File: config.mk
export PLATFORM = sky130hd
export DESIGN_NAME = sib_scan_sequencer
export DESIGN_NICKNAME = d
export VERILOG_FILES = /design/src/rtl/sib_seq_pkg.sv /design/src/rtl/sib_slot_ctrl.sv /design/src/rtl/sib_path_len.sv /design/src/rtl/sib_shift_ptr.sv /design/src/rtl/sib_stat_cnt.sv /design/src/rtl/sib_scan_sequencer.sv
export SDC_FILE = /design/constraint.sdc
export NUM_CORES = 1
export LEC_CHECK = 0
export BUFFER_PORTS_ARGS = -buffer_cell sky130_fd_sc_hd__buf_4
export CORE_ASPECT_RATIO = 1.75
export CORE_MARGIN = 4
export CORE_UTILIZATION = 40
export CTS_BUF_LIST = sky130_fd_sc_hd__clkbuf_4
export DETAILED_ROUTE_END_ITERATION = 10
export PLACE_DENSITY = 0.57
export SETUP_SLACK_MARGIN = 0.02
export SLEW_MARGIN = 10
export SYNTH_ARGS = -nofsm -noshare
export SYNTH_HDL_FRONTEND = slang
export SYNTH_SLANG_ARGS = --single-unit
File: constraint.sdc
create_clock -name clk -period 11 [get_ports clk]
set_input_delay 1.1 -clock clk [delete_from_list [all_inputs] [get_ports clk]]
set_output_delay 1.1 -clock clk [all_outputs]
set_load 0.02 [all_outputs]
File: src/rtl/sib_seq_pkg.sv
package sib_seq_pkg;

   typedef enum logic [1:0] {
      ST_IDLE,
      ST_SHIFT,
      ST_CUC,
      ST_DONE
   } seq_state_t;

   // Length of the update/capture gap and the positions of its strobes.
   localparam int unsigned CUC_CYCLES = 5;
   localparam int unsigned UPD_POS    = 1;
   localparam int unsigned CAP_POS    = 3;

   function automatic int unsigned idx_w(input int unsigned n);
      return (n <= 1) ? 1 : $clog2(n);
   endfunction

endpackage

File: src/rtl/sib_slot_ctrl.sv
// One cell: open state, scans remaining, next control bit, data word.
module sib_slot_ctrl #(
   parameter int unsigned ACC_W = 8
)(
   input  logic             clk,
   input  logic             rst_n,
   input  logic             first_i,
   input  logic             upd_i,
   input  logic [ACC_W-1:0] acc_i,
   output logic             open_o,
   output logic             ctrl_bit_o,
   output logic [ACC_W:0]   data_word_o
);
   localparam int unsigned KW = ACC_W + 1;
   localparam int unsigned XW = KW + 1;

   logic [KW-1:0] rem_q;
   logic          open_q;
   logic [KW-1:0] acc_ext;
   logic          has_work;
   logic          more;
   logic [XW-1:0] idx_wide;

   assign acc_ext  = KW'(acc_i);
   assign has_work = (acc_i != '0);
   assign more     = open_q && (rem_q > KW'(1));

   assign ctrl_bit_o = first_i ? has_work : more;

   // Access number k = A + 2 - remaining while inputs are still pending.
   assign idx_wide    = {1'b0, acc_ext} + XW'(2) - {1'b0, rem_q};
   assign data_word_o = more ? idx_wide[KW-1:0] : '0;
   assign open_o      = open_q;

   always_ff @(posedge clk or negedge rst_n) begin
      if (!rst_n) begin
         open_q <= 1'b0;
         rem_q  <= '0;
      end else if (upd_i) begin
         open_q <= ctrl_bit_o;
         if (first_i)
            rem_q <= has_work ? acc_ext + KW'(1) : '0;
         else if (open_q)
            rem_q <= rem_q - KW'(1);
      end
   end
endmodule

File: src/rtl/sib_path_len.sv
// Scan-path length: one bit per cell plus every open instrument register.
module sib_path_len #(
   parameter int unsigned N_SLOT = 3,
   parameter int unsigned LEN_W  = 8,
   parameter int unsigned PATH_W = 11
)(
   input  logic [N_SLOT-1:0]       open_i,
   input  logic [N_SLOT*LEN_W-1:0] len_i,
   output logic [PATH_W-1:0]       path_len_o
);
   always_comb begin
      path_len_o = PATH_W'(N_SLOT);
      for (int i = 0; i < int'(N_SLOT); i++) begin
         if (open_i[i])
            path_len_o = path_len_o + PATH_W'(len_i[i*LEN_W +: LEN_W]);
      end
   end
endmodule

File: src/rtl/sib_shift_ptr.sv
// Walks the path from the scan-out end: cell bit, then its data segment.
module sib_shift_ptr #(
   parameter int unsigned N_SLOT = 3,
   parameter int unsigned LEN_W  = 8,
   parameter int unsigned KW     = 9,
   parameter int unsigned SW     = 2
)(
   input  logic                    clk,
   input  logic                    rst_n,
   input  logic                    load_i,
   input  logic                    step_i,
   input  logic [N_SLOT-1:0]       open_i,
   input  logic [N_SLOT-1:0]       ctrl_i,
   input  logic [N_SLOT*LEN_W-1:0] len_i,
   input  logic [N_SLOT*KW-1:0]    data_i,
   output logic                    bit_o,
   output logic                    in_data_o,
   output logic                    last_o
);
   logic [LEN_W-1:0] len_a [N_SLOT];
   logic [KW-1:0]    dat_a [N_SLOT];

   for (genvar g = 0; g < int'(N_SLOT); g++) begin : g_unpack
      assign len_a[g] = len_i[g*LEN_W +: LEN_W];
      assign dat_a[g] = data_i[g*KW +: KW];
   end

   logic [SW-1:0]    slot_q;
   logic             in_data_q;
   logic [LEN_W-1:0] bidx_q;
   logic [LEN_W-1:0] cur_len;
   logic [KW-1:0]    cur_word;
   logic             go_data;
   logic             seg_end;

   always_comb begin
      cur_len  = len_a[slot_q];
      cur_word = dat_a[slot_q] >> bidx_q;
      go_data  = !in_data_q && open_i[slot_q] && (cur_len != '0);
      seg_end  = in_data_q && (bidx_q == cur_len - LEN_W'(1));
      last_o   = (slot_q == '0) && ((!in_data_q && !go_data) || seg_end);
      bit_o    = in_data_q ? cur_word[0] : ctrl_i[slot_q];
   end

   assign in_data_o = in_data_q;

   always_ff @(posedge clk or negedge rst_n) begin
      if (!rst_n) begin
         slot_q    <= '0;
         in_data_q <= 1'b0;
         bidx_q    <= '0;
      end else if (load_i) begin
         slot_q    <= SW'(N_SLOT - 1);
         in_data_q <= 1'b0;
         bidx_q    <= '0;
      end else if (step_i) begin
         if (!in_data_q) begin
            if (go_data) begin
               in_data_q <= 1'b1;
               bidx_q    <= '0;
            end else begin
               slot_q <= slot_q - SW'(1);
            end
         end else if (seg_end) begin
            in_data_q <= 1'b0;
            slot_q    <= slot_q - SW'(1);
         end else begin
            bidx_q <= bidx_q + LEN_W'(1);
         end
      end
   end
endmodule

File: src/rtl/sib_stat_cnt.sv
// Access-time accounting split by cycle kind.
module sib_stat_cnt #(
   parameter int unsigned CNT_W = 16
)(
   input  logic             clk,
   input  logic             rst_n,
   input  logic             clr_i,
   input  logic             shift_i,
   input  logic             in_data_i,
   input  logic             cuc_i,
   output logic [CNT_W-1:0] total_o,
   output logic [CNT_W-1:0] data_o,
   output logic [CNT_W-1:0] ctrl_o,
   output logic [CNT_W-1:0] cuc_o
);
   always_ff @(posedge clk or negedge rst_n) begin
      if (!rst_n) begin
         total_o <= '0;
         data_o  <= '0;
         ctrl_o  <= '0;
         cuc_o   <= '0;
      end else if (clr_i) begin
         total_o <= '0;
         data_o  <= '0;
         ctrl_o  <= '0;
         cuc_o   <= '0;
      end else begin
         if (shift_i || cuc_i)      total_o <= total_o + CNT_W'(1);
         if (shift_i && in_data_i)  data_o  <= data_o + CNT_W'(1);
         if (shift_i && !in_data_i) ctrl_o  <= ctrl_o + CNT_W'(1);
         if (cuc_i)                 cuc_o   <= cuc_o + CNT_W'(1);
      end
   end
endmodule

File: src/rtl/sib_scan_sequencer.sv
module sib_scan_sequencer
   import sib_seq_pkg::*;
#(
   parameter int unsigned N_SLOT = 3,
   parameter int unsigned LEN_W  = 8,
   parameter int unsigned ACC_W  = 8,
   parameter int unsigned CNT_W  = 16,
   parameter int unsigned PATH_W = $clog2(N_SLOT * (2 ** LEN_W) + 1) + 1
)(
   input  logic                    clk,
   input  logic                    rst_n,
   input  logic                    start_i,
   input  logic [N_SLOT*LEN_W-1:0] inst_len_i,
   input  logic [N_SLOT*ACC_W-1:0] inst_acc_i,
   output logic                    scan_en_o,
   output logic                    scan_do_o,
   output logic                    update_o,
   output logic                    capture_o,
   output logic [N_SLOT-1:0]       seg_open_o,
   output logic [PATH_W-1:0]       path_len_o,
   output logic                    done_o,
   output logic [CNT_W-1:0]        cyc_total_o,
   output logic [CNT_W-1:0]        cyc_data_o,
   output logic [CNT_W-1:0]        cyc_ctrl_o,
   output logic [CNT_W-1:0]        cyc_cuc_o
);
   localparam int unsigned KW    = ACC_W + 1;
   localparam int unsigned SW    = idx_w(N_SLOT);
   localparam int unsigned GAP_W = 3;

   // Elaboration-time parameter checks
   if (N_SLOT < 1)        $error("N_SLOT must be at least 1");
   if (LEN_W < 1)         $error("LEN_W must be at least 1");
   if (ACC_W < 1)         $error("ACC_W must be at least 1");
   if (CNT_W < 4)         $error("CNT_W too narrow");
   if ((2 ** PATH_W) <= N_SLOT * (2 ** LEN_W))
                          $error("PATH_W cannot hold the longest path");
   if (CUC_CYCLES > (2 ** GAP_W) || CAP_POS >= CUC_CYCLES)
                          $error("gap length does not fit its counter");

   seq_state_t        state_q;
   logic [GAP_W-1:0]  gap_q;
   logic              first_q;

   logic [N_SLOT-1:0]    seg_open;
   logic [N_SLOT-1:0]    ctrl_bits;
   logic [N_SLOT*KW-1:0] data_words;
   logic                 upd_pulse;
   logic                 cap_pulse;
   logic                 gap_end;
   logic                 ptr_load;
   logic                 ptr_bit;
   logic                 ptr_in_data;
   logic                 ptr_last;
   logic                 in_shift;
   logic                 in_gap;

   assign in_shift  = (state_q == ST_SHIFT);
   assign in_gap    = (state_q == ST_CUC);
   assign upd_pulse = in_gap && (gap_q == GAP_W'(UPD_POS));
   assign cap_pulse = in_gap && (gap_q == GAP_W'(CAP_POS));
   assign gap_end   = in_gap && (gap_q == GAP_W'(CUC_CYCLES - 1));
   assign ptr_load  = ((state_q == ST_IDLE) && start_i) || (gap_end && (|seg_open));

   for (genvar g = 0; g < int'(N_SLOT); g++) begin : g_slot
      sib_slot_ctrl #(.ACC_W(ACC_W)) u_slot (
         .clk         (clk),
         .rst_n       (rst_n),
         .first_i     (first_q),
         .upd_i       (upd_pulse),
         .acc_i       (inst_acc_i[g*ACC_W +: ACC_W]),
         .open_o      (seg_open[g]),
         .ctrl_bit_o  (ctrl_bits[g]),
         .data_word_o (data_words[g*KW +: KW])
      );
   end

   sib_path_len #(.N_SLOT(N_SLOT), .LEN_W(LEN_W), .PATH_W(PATH_W)) u_len (
      .open_i     (seg_open),
      .len_i      (inst_len_i),
      .path_len_o (path_len_o)
   );

   sib_shift_ptr #(.N_SLOT(N_SLOT), .LEN_W(LEN_W), .KW(KW), .SW(SW)) u_ptr (
      .clk       (clk),
      .rst_n     (rst_n),
      .load_i    (ptr_load),
      .step_i    (in_shift),
      .open_i    (seg_open),
      .ctrl_i    (ctrl_bits),
      .len_i     (inst_len_i),
      .data_i    (data_words),
      .bit_o     (ptr_bit),
      .in_data_o (ptr_in_data),
      .last_o    (ptr_last)
   );

   sib_stat_cnt #(.CNT_W(CNT_W)) u_stat (
      .clk       (clk),
      .rst_n     (rst_n),
      .clr_i     ((state_q == ST_IDLE) && start_i),
      .shift_i   (in_shift),
      .in_data_i (ptr_in_data),
      .cuc_i     (in_gap),
      .total_o   (cyc_total_o),
      .data_o    (cyc_data_o),
      .ctrl_o    (cyc_ctrl_o),
      .cuc_o     (cyc_cuc_o)
   );

   always_ff @(posedge clk or negedge rst_n) begin
      if (!rst_n) begin
         state_q <= ST_IDLE;
         gap_q   <= '0;
         first_q <= 1'b0;
      end else begin
         case (state_q)
            ST_IDLE: begin
               if (start_i) begin
                  state_q <= ST_SHIFT;
                  first_q <= 1'b1;
               end
            end
            ST_SHIFT: begin
               if (ptr_last) begin
                  state_q <= ST_CUC;
                  gap_q   <= '0;
               end
            end
            ST_CUC: begin
               gap_q <= gap_q + GAP_W'(1);
               if (upd_pulse) first_q <= 1'b0;
               if (gap_end) state_q <= (|seg_open) ? ST_SHIFT : ST_DONE;
            end
            ST_DONE:  state_q <= ST_IDLE;
            default:  state_q <= ST_IDLE;
         endcase
      end
   end

   assign scan_en_o  = in_shift;
   assign scan_do_o  = in_shift && ptr_bit;
   assign update_o   = upd_pulse;
   assign capture_o  = cap_pulse;
   assign seg_open_o = seg_open;
   assign done_o     = (state_q == ST_DONE);

endmodule

==> results of run 1 <==
==> synthesized netlist by cell type (all sizes together), types with 7 or more instances <==
cell type / instances
nor2: 127
dfrtp: 111
ha: 91
inv: 84
nand2: 83
o21ai: 81
xor2: 66
a21oi: 58
nand3: 50
xnor2: 43
clkbuf: 29
nor3: 28
and3: 25
nand4: 19
mux2i: 17
buf: 16
a31oi: 13
nor2b: 12
or3: 12
a21o: 11
mux2: 10
and2: 9
o2bb2ai: 8
a22oi: 7
nand2b: 7
o211ai: 7
==> layout by cell type (no fill, tap or decap), types with 7 or more instances in the layout <==
| cell | Yosys | final |
|---|---|---|
| buf_4 | 3 | 140 |
| nor2_1 | 126 | 126 |
| dfrtp_1 | 111 | 111 |
| ha_1 | 91 | 91 |
| inv_1 | 84 | 84 |
| nand2_1 | 83 | 83 |
| o21ai_0 | 78 | 78 |
| xor2_1 | 66 | 66 |
| a21oi_1 | 58 | 58 |
| nand3_1 | 50 | 50 |
| xnor2_1 | 43 | 43 |
| nor3_1 | 27 | 27 |
| and3_1 | 25 | 25 |
| nand4_1 | 19 | 19 |
| mux2i_1 | 17 | 17 |
| a31oi_1 | 13 | 13 |
| or3_1 | 12 | 12 |
| nor2b_1 | 11 | 11 |
| a21o_1 | 11 | 11 |
| mux2_2 | 10 | 10 |
| clkbuf_4 | 0 | 10 |
| and2_1 | 9 | 8 |
| nand2b_1 | 7 | 7 |
| a22oi_1 | 7 | 7 |
==> state kept, by name, indices dropped and copies added, names as in the netlist, 3 cells and up <==
signal	flops
g_slot.u_slot.open_o	3
g_slot.u_slot.rem_q	27
gap_q	3
u_ptr.bidx_q	8
u_stat.ctrl_o	16
u_stat.cuc_o	16
u_stat.data_o	16
u_stat.total_o	16
==> metal layers <==
layer  wire [um]  GRT usage [%]
met5           0              0
met4         702           7.23
met3        1190           3.40
met2       13500           36.2
met1       10100           22.5
==> stage by stage <==
| stage | std cells | cell area, sq um | util [%] |
|---|---|---|---|
| after floorplan | 1127 | 9400 | - |
| after global placement | 1526 | 10600 | 45.6 |
| after detailed placement | 1526 | 10600 | 45.6 |
| after CTS | 1542 | 10700 | 46.2 |
| after global routing | 1543 | 10700 | 46.2 |
| final | 1543 | 10700 | 46.2 |
==> power breakdown <==
group	leakage (nW)	internal, mW	switching [mW]
logic	3.63	0.634	0.869
clock network	0.0769	0.0557	0.164
registers	1.45	0.493	0.134
==> path summary, 6_finish.rpt <==
check / start / end / slack (ps) / cells past startpoint
setup / recovery: inst_len_i[0] / path_len_o[8] / 5300 / 18
hold / removal: g_slot[1].u_slot.rem_q[7]$_DFFE_PN0P_ / g_slot[1].u_slot.rem_q[7]$_DFFE_PN0P_ / 560 / 2
min in group asynchronous: rst_n / g_slot[2].u_slot.rem_q[7]$_DFFE_PN0P_ / 580 / 1
hold reg to reg: g_slot[1].u_slot.rem_q[7]$_DFFE_PN0P_ / g_slot[1].u_slot.rem_q[7]$_DFFE_PN0P_ / 560 / 2
setup reg to reg: u_ptr.slot_q[0]$_DFFE_PN0P_ / u_ptr.bidx_q[2]$_DFFE_PN0P_ / 7260 / 13
max in group asynchronous: rst_n / u_stat.cuc_o[0]$_DFFE_PN0P_ / 9080 / 2
==> critical path, delay by kind of cell <==
kind	cells	cell delay, ps
XOR/XNOR	1	150
AND/OR/NAND/NOR	4	610
buffers and inverters	3	300
adder cells (fa/ha/maj)	3	840
AO/OA/AOI/OAI	7	1580
==> cells by family (layout without fill, tap and decap cells) <==
logic type	Yosys count	in the layout	share of synthesized area, %
AOI/OAI and AO/OA	254	254	17.7
xor gates and xnor gates	109	109	10.2
adders and majority gates	96	96	13.2
buffers and inverters	130	241	5.79
DFF	111	111	29.6
muxes	27	27	3.01
other	0	1	0
and+or+nand+nor	400	400	20.6
==> final cells by class <==
type | instances | area share (%)
clock inverters | 6 | 0.559
inverters | 85 | 2.97
multi-input cells | 886 | 56.6
diodes | 1 | 0.0233
clock buffers | 10 | 0.699
well taps | 304 | 3.54
flip-flops and latches | 111 | 25.9
repair buffers | 140 | 9.78
==> metrics.txt, run 1 <==
clk sink count=111; Die Y=211 um; initial core utilization=40.4%; power per cell area=219 mW/mm^2; final wirelength=25.5 mm; Hold-fix buffers, CTS=0; vias per std cell=5.42; Final period util=51.8%; row cnt=74; crit path capture type=output port; area occupied by registers=0.00278 sq mm; min cycle time layout=5700 ps; Final ANT Viol Nets=0; I/O Buffers=133; total power=2.35 mW; share of the synthesized area in the top cell type=29.6%; critical path's slowest cell=o31ai_1; Setup Buffers After CTS=0; Detailed Place HPWL=19.6 mm; CTS H-tree lvls=3; CP max stage delay=360 ps; routed len/inst=16.5 um; Core Region=0.0232 sq mm; synth warn=0; Max FO, Critical Path=4; area of the multi-input gates=0.00608 sq mm; initial antenna violation count=1; Syn Area/Cell=8.34 sq um; vias in the first global route=8303; Fin. Hold Viols=0; biggest area consumer among synthesized cells=dfrtp_1; post-CTS sizing=0; buffer levels on the longest clock path=2; Num CTS Buffers=9; max-slew violation count=0; arrival time at the worst endpoint=4600 ps; outcome=finished clean; transition time of the tightest slew-check pin=1100 ps; RSZ-0062 raised after global routing=no; critical-path cell list=buf_4 -> inv_1 -> ha_1 -> nand2b_1 -> and3_1 -> ha_1 -> nor2b_1 -> o21ai_0 -> a21boi_0 -> o21ai_0 -> a21boi_0 -> o31ai_1 -> ha_1 -> nor2b_1 -> o21a_1 -> o21ai_0 -> xnor2_1 -> buf_4; number of enable flip-flop cells after synthesis=0; fin worst setup slack=5300 ps; Vias=8363; hold slack=555 ps; top_reg_cell synth=dfrtp_1; gr ovfl total=0; gpl congestion=0.922; startpoint types=primary input; nets=1380; Worst-path clk slew=210 ps; fmax=0.175 GHz; die area=0.0261 sq mm; IO Pins=134; Req. time, crit path=9900 ps; syn_nets=1274; flops & latches, synth=111; LEAKAGE=5.15 nW; # setup viols final=0; share of cells above drive strength 1=14.5%; Place WS=5350 ps; first-pass GRT wire length=41.6 mm; DRC=0; Peak VDD IR=0.0995 mV; Layout area overhead=14.3%; Clock Skews=31.8 ps; Pre-antenna DRT Iters=5; clk_lat worst skew=510 ps; DRT iter0 DRCs=388; main area contributors after synthesis=dfrtp_1 (30%), ha_1 (12%), xor2_1 (6.2%), nor2_1 (5.0%), o21ai_0 (4.2%); CTS tree=yes; gr usage total=19.8%; CP Class=primary input to output port; Layout fillers=2353; Hold Crit Class=register to register; largest net degree at the start of global routing=69; Horiz. Die Dim=124 um; root buffer cell=clkbuf_4; ys async rst share=100%; setup TNS=0 ps; Synth cell types=72; Mapped Area=0.00940 sq mm; Seq/Total Area, Yosys=29.6%; total of max-cap violations=0; Gate Count Post-Synth=1127; relative slew slack=26.2%
No activity file was read; power rests on OpenSTA's default activity.
==> run 2: changes to the inputs <==
PLACE_DENSITY = 0.59   (was 0.57)
clock period = 5.1 ns   (was 11 ns; I/O delays follow)
==> metrics.txt, run 2 (synthesized netlist as in run 1, its figures left out) <==
outcome=finished clean; initial antenna violation count=1; gpl congestion=0.904; Horiz. Die Dim=124 um; Final ANT Viol Nets=0; Setup Buffers After CTS=0; Final Util=46.3%; clk sink count=111; fin area=0.0108 sq mm; LEAKAGE=5.16 nW; DRC=0; Worst-path clk slew=190 ps; vias per std cell=5.46; DP Area=0.0106 sq mm; Peak VDD IR=0.283 mV; Vias=8441; vias in the first global route=8533; routed len/inst=16.4 um; largest reg by FF count=g_slot.u_slot.rem_q; final wirelength=25.3 mm; Detailed Place HPWL=19.6 mm; first-pass GRT wire length=42.0 mm; post-CTS sizing=0; arrival time at the worst endpoint=4050 ps; max FFs per register=27; transition time of the tightest slew-check pin=1160 ps; largest net degree at the start of global routing=68; Req. time, crit path=4590 ps; clk_lat worst skew=510 ps; Final period util=89.5%; gr ovfl total=0; gr usage total=20.0%; total of max-cap violations=0; DRT iter0 DRCs=312; relative slew slack=21.6%; startpoint types=register; most common cell after layout, fill and taps aside=buf_4; Layout area overhead=14.4%; hold slack=102 ps; most frequent cells in the layout=buf_4 (142), nor2_1 (126), dfrtp_1 (111); CTS H-tree lvls=3; Clock Skews=18.0 ps; Hold-fix buffers, CTS=0; Pre-antenna DRT Iters=4; I/O Buffers=133; power per cell area=469 mW/mm^2; root buffer cell=clkbuf_4; fin cells=1545; min cycle time layout=4560 ps; Num CTS Buffers=9; die area=0.0261 sq mm; max-slew violation count=0; row cnt=74; RSZ-0062 raised after global routing=no; fmax=0.219 GHz; Max FO, Critical Path=7; Die Y=211 um; initial core utilization=40.4%; CTS tree=yes; Placed Instances=1528; Core Region=0.0232 sq mm; crit path capture type=output port; # setup viols final=0; share of cells above drive strength 1=14.6%; setup TNS=0 ps; Hold Crit Class=primary input to asynchronous set/reset pin; nets=1382; Fin. Hold Viols=0; CP Class=register to output port; IO Pins=134; buffer levels on the longest clock path=2
==> run 2: cell count changes in the layout (fill, tap and decap cells not counted) <==
cell,delta
clkinv_4,-1
clkinv_1,+1
inv_6,+1
buf_4,+2
inv_8,-1
==> run 2: worst paths after layout <==
kind	start	end	slack (ps)	depth (start not counted)
setup / recovery	g_slot[0].u_slot.open_o$_DFFE_PN0P_	path_len_o[8]	540	16
hold / removal	rst_n	g_slot[2].u_slot.rem_q[4]$_DFFE_PN0P_	100	1
setup reg to reg	u_ptr.slot_q[0]$_DFFE_PN0P_	u_ptr.bidx_q[6]$_DFFE_PN0P_	1410	13
hold reg to reg	gap_q[2]$_DFFE_PN0P_	gap_q[2]$_DFFE_PN0P_	550	1
max in group asynchronous	rst_n	u_stat.ctrl_o[3]$_DFFE_PN0P_	3840	2
min in group clk	inst_acc_i[8]	g_slot[1].u_slot.rem_q[0]$_DFFE_PN0P_	340	4
==> run 2: per-stage QoR <==
stage | setup slack [ps] | power, mW
after detailed placement | 614 | 4.62
after floorplan | 1060 | 3.70
final | 536 | 5.04
after global placement | 681 | 4.58
after CTS | 490 | 5.10
after global routing | 195 | 5.56
==> run 2: per-layer routing <==
metal | track usage (%) | part of all wire, % | vias up | routed length, um
li1 | - | - | 4182 | -
met1 | 22.6 | 40 | 4058 | 10100
met2 | 36.6 | 54 | 160 | 13600
met3 | 3.43 | 4.1 | 41 | 1030
met4 | 7.53 | 2.6 | 0 | 654
met5 | 0 | 0 | - | 0
==> run 2: area by class of cell <==
type | instances | area [sq um]
Antenna cell | 1 | 2.50
Clock buffer | 10 | 75.1
Clock inverter | 6 | 52.6
Fill cell | 2383 | 12500
Inverter | 85 | 319
Multi-Input combinational cell | 886 | 6080
Sequential cell | 111 | 2780
Tap cell | 304 | 380
Timing Repair Buffer | 142 | 1070
==> run 2: worst max-delay path, cell delays in order (launching register included) <==
cell      delay [ps]
dfrtp_1          500
nand2_1          110
ha_1             180
inv_1             60
fa_1             400
nor2b_1          120
o21ai_0          110
a21boi_0         250
o21ai_0          140
a21boi_0         330
o31ai_1          150
ha_1             330
nor2b_1          140
o21a_1           170
o21ai_0          260
xnor2_1          160
buf_4            160
==> run 2: power breakdown <==
part / internal [mW] / leakage [nW] / total (mW) / switching, mW
Sequential: 1.06 / 1.45 / 1.35 / 0.283
Combinational: 1.37 / 3.64 / 3.23 / 1.86
Clock: 0.116 / 0.0729 / 0.458 / 0.342
==> run 3: changes to the inputs <==
PLACE_DENSITY = default   (was 0.59)
==> metrics.txt, run 3 (synthesized netlist as in run 1, its figures left out) <==
relative slew slack=23.9%; post-CTS sizing=0; arrival time at the worst endpoint=4070 ps; power per cell area=469 mW/mm^2; fmax=0.218 GHz; Die Y=211 um; max FFs per register=27; transition time of the tightest slew-check pin=1130 ps; Final period util=89.8%; die area=0.0261 sq mm; share of cells above drive strength 1=14.8%; Req. time, crit path=4590 ps; Clock Skews=29.2 ps; final wirelength=25.5 mm; Horiz. Die Dim=124 um; max-slew violation count=0; min cycle time layout=4580 ps; row cnt=74; CTS H-tree lvls=3; Setup Buffers After CTS=0; gr usage total=19.9%; outcome=finished clean; routed len/inst=16.4 um; most common cell after layout, fill and taps aside=buf_4; total of max-cap violations=0; Vias=8401; Num CTS Buffers=9; Hold Crit Class=primary input to asynchronous set/reset pin; CTS tree=yes; initial core utilization=40.4%; nets=1385; setup TNS=0 ps; startpoint types=register; combinational share of power=64.6%; crit path capture type=output port; Pint=2.55 mW; clock network power share=9.0%; vias in the first global route=8468; I/O Buffers=133; Worst-path clk slew=190 ps; initial antenna violation count=1; largest reg by FF count=g_slot.u_slot.rem_q; first-pass GRT wire length=41.9 mm; Net Switching=2.50 mW; Peak VDD IR=0.264 mV; Max FO, Critical Path=15; Placed Instances=1531; largest net degree at the start of global routing=65; LEAKAGE=5.17 nW; part of the power in registers=26.3%; CP Class=register to output port; clk_lat worst skew=520 ps; Core Region=0.0232 sq mm; # setup viols final=0; Final Util=46.4%; root buffer cell=clkbuf_4; Hold-fix buffers, CTS=0; clk sink count=111; DRT iter0 DRCs=364; fin cells=1548; DRC=0; IO Pins=134; Fin. Hold Viols=0; Final ANT Viol Nets=0; switch share=49.5%; RSZ-0062 raised after global routing=no; Layout area overhead=14.7%; buffer levels on the longest clock path=2; Detailed Place HPWL=19.8 mm; gpl congestion=0.941; gr ovfl total=0; Pre-antenna DRT Iters=4; vias per std cell=5.43; most frequent cells in the layout=buf_4 (145), nor2_1 (126), dfrtp_1 (111); hold slack=57.9 ps
## run 3: changes by cell type in the layout (fill, tap and decap cells not counted)
cell	delta
clkbuf_4	-1
clkinvlp_4	+1
clkinv_8	+1
inv_8	-1
buf_4	+3
## run 3: layout make-up
cell class | count | area [sq um]
diodes | 1 | 2.50
clock buffers | 9 | 67.6
clock inverters | 7 | 65.1
fillers | 2330 | 12500
inverters | 85 | 319
multi-input cells | 886 | 6080
flip-flops and latches | 111 | 2780
well taps | 304 | 380
repair buffers | 145 | 1090
## run 3: metrics by stage
step                      power, mW  cell area [sq um]  setup WS, ps
after global placement         4.59              10600           709
final                          5.06              10800           520
after global routing           5.57              10800           158
after floorplan                3.70               9400          1060
after detailed placement       4.63              10600           608
after CTS                      5.12              10800           457
## run 3: layer usage
metal	GRT usage, %	up-vias	wire, um
li1	-	4200	-
met1	22.3	3983	9990
met2	36.7	165	13500
met3	3.30	53	1120
met4	7.72	0	846
met5	0	-	0
## run 3: worst paths after layout
check	endpoint	slack (ps)	startpoint	depth (start not counted)
worst max-delay path	path_len_o[8]	520	g_slot[0].u_slot.open_o$_DFFE_PN0P_	15
worst min register to register	g_slot[1].u_slot.rem_q[7]$_DFFE_PN0P_	550	g_slot[1].u_slot.rem_q[7]$_DFFE_PN0P_	2
min in group clk	g_slot[1].u_slot.rem_q[0]$_DFFE_PN0P_	330	inst_acc_i[8]	4
max in group asynchronous	u_ptr.bidx_q[4]$_DFFE_PN0P_	4310	rst_n	2
worst max register to register	u_ptr.bidx_q[5]$_DFFE_PN0P_	1350	u_ptr.slot_q[1]$_DFFE_PN0P_	12
worst min-delay path	g_slot[2].u_slot.rem_q[2]$_DFFE_PN0P_	60	rst_n	2
## run 3: power by group through the flow
stage | Sequential, mW | Combinational (mW) | Clock, mW
after global placement | 1.34 | 3.25 | 0
after CTS | 1.33 | 3.31 | 0.479
final | 1.33 | 3.27 | 0.458
after detailed placement | 1.34 | 3.29 | 0
after global routing | 1.37 | 3.69 | 0.511
after floorplan | 1.28 | 2.42 | 0
## run 3: worst max-delay path, stage by stage (launching register included)
cell and delay (ps):
dfrtp_1 410, buf_4 200, and3_1 180, ha_1 310
nor2b_1 140, o21ai_0 210, a21boi_0 150, o21ai_0 240
a21boi_0 180, o31ai_1 340, ha_1 330, nor2b_1 140
o21a_1 160, o21ai_0 270, xnor2_1 160, buf_4 160
